--- src/rtl/board_io_pkg.sv ---
package board_io_pkg;
  typedef enum logic [1:0] {
    RESP_OKAY   = 2'b00,
    RESP_EXOKAY = 2'b01,
    RESP_SLVERR = 2'b10,
    RESP_DECERR = 2'b11
  } axi_resp_e;

  localparam logic [1:0] SLOT_SWITCH = 2'd0;
  localparam logic [1:0] SLOT_LED    = 2'd1;
endpackage

--- src/rtl/io_sync.sv ---
module io_sync #(
  parameter int W      = 8,
  parameter int STAGES = 2
) (
  input  logic         clk,
  input  logic         rst_n,
  input  logic [W-1:0] d,
  output logic [W-1:0] q
);
  logic [W-1:0] stage [STAGES];

  for (genvar i = 0; i < STAGES; i++) begin : g_stage
    always_ff @(posedge clk) begin
      if (!rst_n) stage[i] <= '0;
      else if (i == 0) stage[i] <= d;
      else stage[i] <= stage[(i == 0) ? 0 : i-1];
    end
  end

  assign q = stage[STAGES-1];
endmodule

--- src/rtl/axil_wr_chan.sv ---
module axil_wr_chan #(
  parameter int SEL_W  = 2,
  parameter int DATA_W = 32,
  localparam int STRB_W = DATA_W / 8
) (
  input  logic              clk,
  input  logic              rst_n,
  input  logic              live,
  input  logic [SEL_W-1:0]  aw_sel,
  input  logic              awvalid,
  output logic              awready,
  input  logic [DATA_W-1:0] wdata,
  input  logic [STRB_W-1:0] wstrb,
  input  logic              wvalid,
  output logic              wready,
  output logic              bvalid,
  input  logic              bready,
  output logic              fire,
  output logic [SEL_W-1:0]  fire_sel,
  output logic [DATA_W-1:0] fire_data,
  output logic [STRB_W-1:0] fire_strb
);
  logic              aw_have, w_have, b_pend;
  logic [SEL_W-1:0]  sel_q;
  logic [DATA_W-1:0] data_q;
  logic [STRB_W-1:0] strb_q;
  logic              aw_hs, w_hs;

  assign awready = live & ~aw_have & ~b_pend;
  assign wready  = live & ~w_have & ~b_pend;
  assign aw_hs   = awvalid & awready;
  assign w_hs    = wvalid & wready;
  assign fire    = (aw_have | aw_hs) & (w_have | w_hs);

  assign fire_sel  = aw_have ? sel_q  : aw_sel;
  assign fire_data = w_have  ? data_q : wdata;
  assign fire_strb = w_have  ? strb_q : wstrb;
  assign bvalid    = b_pend;

  always_ff @(posedge clk) begin
    if (!rst_n) begin
      aw_have <= 1'b0;
      w_have  <= 1'b0;
      b_pend  <= 1'b0;
      sel_q   <= '0;
      data_q  <= '0;
      strb_q  <= '0;
    end else begin
      if (b_pend && bready) b_pend <= 1'b0;
      if (fire) begin
        aw_have <= 1'b0;
        w_have  <= 1'b0;
        b_pend  <= 1'b1;
      end else begin
        if (aw_hs) aw_have <= 1'b1;
        if (w_hs)  w_have  <= 1'b1;
      end
      if (aw_hs) sel_q <= aw_sel;
      if (w_hs) begin
        data_q <= wdata;
        strb_q <= wstrb;
      end
    end
  end
endmodule

--- src/rtl/axil_rd_chan.sv ---
module axil_rd_chan #(
  parameter int DATA_W = 32
) (
  input  logic              clk,
  input  logic              rst_n,
  input  logic              live,
  input  logic              arvalid,
  output logic              arready,
  input  logic [DATA_W-1:0] word_in,
  output logic              take,
  output logic              rvalid,
  output logic [DATA_W-1:0] rdata,
  input  logic              rready
);
  logic              r_pend;
  logic [DATA_W-1:0] r_word;

  assign arready = live & ~r_pend;
  assign take    = arvalid & arready;
  assign rvalid  = r_pend;
  assign rdata   = r_word;

  always_ff @(posedge clk) begin
    if (!rst_n) begin
      r_pend <= 1'b0;
      r_word <= '0;
    end else begin
      if (r_pend && rready) r_pend <= 1'b0;
      if (take) begin
        r_pend <= 1'b1;
        r_word <= word_in;
      end
    end
  end
endmodule

--- src/rtl/board_io_axil.sv ---
module board_io_axil
  import board_io_pkg::*;
#(
  parameter int ADDR_W      = 4,
  parameter int DATA_W      = 32,
  parameter int IO_W        = 8,
  parameter int SYNC_STAGES = 2,
  localparam int STRB_W  = DATA_W / 8,
  localparam int SEL_LSB = $clog2(STRB_W),
  localparam int SEL_W   = ADDR_W - SEL_LSB
) (
  input  logic              clk,
  input  logic              rst_n,
  input  logic [ADDR_W-1:0] awaddr,
  input  logic [2:0]        awprot,
  input  logic              awvalid,
  output logic              awready,
  input  logic [DATA_W-1:0] wdata,
  input  logic [STRB_W-1:0] wstrb,
  input  logic              wvalid,
  output logic              wready,
  output logic [1:0]        bresp,
  output logic              bvalid,
  input  logic              bready,
  input  logic [ADDR_W-1:0] araddr,
  input  logic [2:0]        arprot,
  input  logic              arvalid,
  output logic              arready,
  output logic [DATA_W-1:0] rdata,
  output logic [1:0]        rresp,
  output logic              rvalid,
  input  logic              rready,
  input  logic [IO_W-1:0]   sw_in,
  output logic [IO_W-1:0]   led_out
);
  function automatic logic [DATA_W-1:0] merge_lanes(
    input logic [DATA_W-1:0] old_w,
    input logic [DATA_W-1:0] new_w,
    input logic [STRB_W-1:0] en);
    logic [DATA_W-1:0] res;
    res = old_w;
    for (int k = 0; k < STRB_W; k++)
      if (en[k]) res[8*k +: 8] = new_w[8*k +: 8];
    return res;
  endfunction

  function automatic logic [DATA_W-1:0] pick_word(
    input logic [SEL_W-1:0]  sel,
    input logic [IO_W-1:0]   sw,
    input logic [DATA_W-1:0] led_w);
    logic [DATA_W-1:0] res;
    res = '0;
    if (sel == SEL_W'(SLOT_SWITCH))   res[IO_W-1:0] = sw;
    else if (sel == SEL_W'(SLOT_LED)) res = led_w;
    return res;
  endfunction

  logic              live;
  logic [IO_W-1:0]   sw_sync;
  logic [DATA_W-1:0] led_word;
  logic              wr_fire;
  logic [SEL_W-1:0]  wr_sel;
  logic [DATA_W-1:0] wr_data;
  logic [STRB_W-1:0] wr_strb;
  logic              rd_take;
  logic [DATA_W-1:0] rd_word;
  logic              led_hit;
  logic              unused_inputs;

  assign unused_inputs = ^{awprot, arprot, awaddr[SEL_LSB-1:0], araddr[SEL_LSB-1:0]};

  always_ff @(posedge clk) begin
    if (!rst_n) live <= 1'b0;
    else        live <= 1'b1;
  end

  io_sync #(.W(IO_W), .STAGES(SYNC_STAGES)) u_sync (
    .clk(clk), .rst_n(rst_n), .d(sw_in), .q(sw_sync));

  axil_wr_chan #(.SEL_W(SEL_W), .DATA_W(DATA_W)) u_wr (
    .clk(clk), .rst_n(rst_n), .live(live),
    .aw_sel(awaddr[ADDR_W-1:SEL_LSB]), .awvalid(awvalid), .awready(awready),
    .wdata(wdata), .wstrb(wstrb), .wvalid(wvalid), .wready(wready),
    .bvalid(bvalid), .bready(bready),
    .fire(wr_fire), .fire_sel(wr_sel), .fire_data(wr_data), .fire_strb(wr_strb));

  assign led_hit = wr_fire && (wr_sel == SEL_W'(SLOT_LED));

  always_ff @(posedge clk) begin
    if (!rst_n)       led_word <= '0;
    else if (led_hit) led_word <= merge_lanes(led_word, wr_data, wr_strb);
  end

  assign rd_word = pick_word(araddr[ADDR_W-1:SEL_LSB], sw_sync, led_word);

  axil_rd_chan #(.DATA_W(DATA_W)) u_rd (
    .clk(clk), .rst_n(rst_n), .live(live),
    .arvalid(arvalid), .arready(arready), .word_in(rd_word), .take(rd_take),
    .rvalid(rvalid), .rdata(rdata), .rready(rready));

  assign bresp   = RESP_OKAY;
  assign rresp   = RESP_OKAY;
  assign led_out = led_word[IO_W-1:0];
endmodule

--- config.mk ---
export PLATFORM = sky130hd
export DESIGN_NAME = board_io_axil
export DESIGN_NICKNAME = d
export VERILOG_FILES = /design/src/rtl/board_io_pkg.sv /design/src/rtl/io_sync.sv /design/src/rtl/axil_wr_chan.sv /design/src/rtl/axil_rd_chan.sv /design/src/rtl/board_io_axil.sv
export SDC_FILE = /design/constraint.sdc
export NUM_CORES = 1
export LEC_CHECK = 0
export ABC_AREA = 0
export BUFFER_PORTS_ARGS = -buffer_cell sky130_fd_sc_hd__buf_2
export CAP_MARGIN = 15
export CORE_UTILIZATION = 41
export CTS_CLUSTER_DIAMETER = 40
export DETAILED_ROUTE_END_ITERATION = 10
export GPL_TIMING_DRIVEN = 0
export HOLD_SLACK_MARGIN = 0.08
export PLACE_DENSITY = 0.69
export SLEW_MARGIN = 10
export SYNTH_ARGS = -nofsm -noshare
export SYNTH_HDL_FRONTEND = slang
export SYNTH_SLANG_ARGS = --single-unit
export TNS_END_PERCENT = 100
--- constraint.sdc ---
create_clock -name clk -period 2.9 [get_ports clk]
set_clock_uncertainty 0.05 [all_clocks]
set_input_delay 0.87 -clock clk [delete_from_list [all_inputs] [get_ports clk]]
set_output_delay 0.87 -clock clk [all_outputs]
set_load 0.1 [all_outputs]
==> impl_metrics.env <==
export IMPL_syn_avg_cell_area_um2=9.31
export IMPL_ys_ff_latch=123
export IMPL_dr_first_iter_drc_count=185
export IMPL_seqPwrFrac=0.427
export IMPL_tritoncts="built"
export IMPL_path_class="flip-flop to output pin"
export IMPL_grt_remaining_overflow=0
export IMPL_post_cts_resized=0
export IMPL_clock_root_buffer="clkbuf_16"
export IMPL_synthMuxAreaShare=0.0940
export IMPL_fill_cells=1117
export IMPL_maxCapViolations=0
export IMPL_timing_rr_start="u_wr.bvalid"
export IMPL_crit_arrival_ps=1860
export IMPL_power_switching_w=0.00103
export IMPL_gp_congestion=0.858
export IMPL_htreeDepth=4
export IMPL_hold_viol_final=0
export IMPL_vias=4287
export IMPL_synth_xor_xnor_area_share=0
export IMPL_worstHoldEndpoint="u_sync.stage[1][2]"
export IMPL_required_ps=1980
export IMPL_post_cts_buffers=0
export IMPL_fmax_mhz=359
export IMPL_synth_warnings=0
export IMPL_finalMaxSlewViolations=0
export IMPL_rows=40
export IMPL_grt_usage=0.215
export IMPL_start_util=0.424
export IMPL_clk_latency_ps=420
export IMPL_cts_sinks=123
export IMPL_combPwrFrac=0.111
export IMPL_timing_final_crit_share=0.960
export IMPL_setup_violations=0
export IMPL_viasPerCell=5.07
export IMPL_holdBufCountCts=0
export IMPL_intPower_w=0.00312
export IMPL_status="finished clean"
export IMPL_antenna_found_initial=0
export IMPL_power_density_nw_per_um2=653
export IMPL_synth_cell_types=30
export IMPL_worst_pin_slew_ps=781
export IMPL_routed_wl_um=13000
export IMPL_cp_start_kind="flip-flop"
export IMPL_min_path_type="flip-flop to flip-flop"
export IMPL_place_hpwl_um=9500
export IMPL_pwr_share_clk=0.462
export IMPL_peakVddDrop_v=0.000360
export IMPL_post_drt_wl_per_cell_um=15.4
export IMPL_finalSetupTns_ps=0
export IMPL_synthCells=549
export IMPL_synthAdderAreaFrac=0
export IMPL_port_buffers=97
export IMPL_netlist_area_um2=5110
export IMPL_reg2reg_depth=6
export IMPL_grt_max_degree=17
export IMPL_r2r_end="u_wr.data_q[24]"
export IMPL_hold_depth=1
export IMPL_cts_buffers_inserted=17
export IMPL_critPathSlowestCell="buf_2"
export IMPL_cpMostUsedCell="buf_2"
export IMPL_critical_path_endpoint_type="output pin"
export IMPL_fin_crit_ps=2780
export IMPL_cts_reportedPaths_clkPinSlew_ps=50
export IMPL_ios=114
export IMPL_r2r_slack_ps=1150
export IMPL_yosys_area_share_simple=0.166
export IMPL_diodes=0
export IMPL_layout_drive_gt1_share=0.304
export IMPL_yosysSeqAreaShare=0.482
export IMPL_holdWs_ps=378
export IMPL_area_delta_synth_final_pct=24.1
export IMPL_min_from="u_sync.stage[0][2]"
export IMPL_core_area_um2=12100
export IMPL_grt_pass1_vias=4308
export IMPL_dieWidth_um=114
export IMPL_nets=733
export IMPL_synth_compound_area_frac=0.186
export IMPL_rsz0062_at_grt="no"
export IMPL_crit_fanout=10
export IMPL_worstPathCellList="buf_6, buf_4, buf_2, nor2_1, buf_2"
export IMPL_leakage_nw=2.53
export IMPL_relSlewSlack=0.479
export IMPL_ant_nets=0
export IMPL_swShare=0.248
export IMPL_die_height_um=114
export IMPL_grt_pass1_wl_um=20800
export IMPL_cpPeakStageDelay_ps=430
export IMPL_firstDrtPassIters=4
export IMPL_drcViolationCount=0
export IMPL_synth_top_family_by_area="compound AO/OA/AOI/OAI gates"
export IMPL_die_area_um2=12900
export IMPL_clk_path_buf_depth=2
-- flip-flops by register name, summed over array words and instances, names as in the netlist --
| register | cells |
|---|---|
| led_word | 32 |
| live | 1 |
| u_rd.rdata | 32 |
| u_rd.rvalid | 1 |
| u_sync.stage | 16 |
| u_wr.aw_have | 1 |
| u_wr.bvalid | 1 |
| u_wr.data_q | 32 |
| u_wr.sel_q | 2 |
| u_wr.strb_q | 4 |
| u_wr.w_have | 1 |
-- power groups by stage --
stage	Sequential, W	Clock [W]	Combinational, W
2_1_floorplan	0.00182	0	0.000317
4_1_cts	0.00177	0.00194	0.000461
3_3_place_gp	0.00180	0	0.000446
6_report	0.00177	0.00192	0.000459
5_1_grt	0.00177	0.00204	0.000496
3_5_place_dp	0.00180	0	0.000459
-- synth_stat cells (all sizes together) --
library cell,count,area share
a211oi,32,0.078
a21oi,102,0.10
and2,21,0.028
and3,2,0.0024
and3b,3,0.0051
buf,41,0.057
clkbuf,19,0.014
conb,1,0.00073
dfxtp,123,0.48
inv,1,0.00073
mux2,4,0.012
mux2i,42,0.082
nand2,97,0.071
nand2b,3,0.0037
nand3,24,0.023
nand3b,1,0.0015
nor2,12,0.0088
nor2b,2,0.0024
nor3,8,0.0078
nor3b,3,0.0076
o21a,4,0.0059
o22a,1,0.0017
or2,2,0.0024
or3b,1,0.0017
-- cells in the final DEF (no fill, tap or decap), types with 8 or more instances in the layout --
cell	netlist	final
nor2_1	12	12
buf_2	19	116
clkbuf_1	19	24
a21oi_1	102	102
a211oi_2	32	32
dfxtp_1	123	123
nand3_1	24	24
buf_4	13	13
buf_6	9	9
mux2i_1	42	42
clkbuf_16	0	17
nor3_1	8	8
and2_1	17	17
nand2_1	97	97
-- layout make-up --
| cell class | count | area, um2 | area share |
|---|---|---|---|
| Sequential cell | 123 | 2460 | 0.388 |
| Timing Repair Buffer | 97 | 485 | 0.0765 |
| Clock buffer | 25 | 485 | 0.0765 |
| Multi-Input combinational cell | 368 | 2300 | 0.362 |
| Clock inverter | 3 | 40.0 | 0.00631 |
| Buffer | 60 | 365 | 0.0575 |
| Inverter | 1 | 3.75 | 0.000591 |
| Tap cell | 168 | 210 | 0.0331 |
-- worst max-delay path, delay by kind of cell (launching register included) --
kind	cells	cell delay (ps)
buf+inv	4	980
flops	1	310
simple gates	1	140
-- per-layer routing --
| layer | vias up | wire length, um | GRT usage |
|---|---|---|---|
| li1 | 2107 | - | - |
| met3 | 31 | 650 | 0.0691 |
| met1 | 2031 | 5580 | 0.245 |
| met5 | - | 0 | 0 |
| met4 | 0 | 344 | 0.105 |
| met2 | 118 | 6460 | 0.363 |
-- metrics by stage --
step / worst slack, ps / area [um2] / util / instances / total power (W)
after floorplan: -330 / 5130 / - / 552 / 0.00213
after global placement: 477 / 5820 / 0.483 / 817 / 0.00225
after detailed placement: 456 / 5820 / 0.483 / 817 / 0.00226
after CTS: 98.0 / 6350 / 0.526 / 845 / 0.00417
after global routing: 38.6 / 6350 / 0.526 / 845 / 0.00431
final: 115 / 6350 / 0.526 / 845 / 0.00415
-- how the worst max path moves through the flow --
stage                      from        endpoint  slack, ps
finish              u_wr.w_have          wready        120
detailed placement        rst_n  u_wr.strb_q[2]        460
CTS                 u_wr.w_have          wready        100
global placement          rst_n  u_rd.rdata[10]        480
global route        u_wr.w_have          wready         40
floorplan           u_wr.bvalid         awready       -330
-- cells by family (layout without fill, tap and decap cells) --
| logic type | after synthesis | in the layout |
|---|---|---|
| AOI/OAI and AO/OA | 139 | 139 |
| and+or+nand+nor | 179 | 179 |
| buffers and inverters | 61 | 186 |
| other | 1 | 4 |
| muxes | 46 | 46 |
| DFF | 123 | 123 |
No activity file was read; power rests on OpenSTA's default activity.
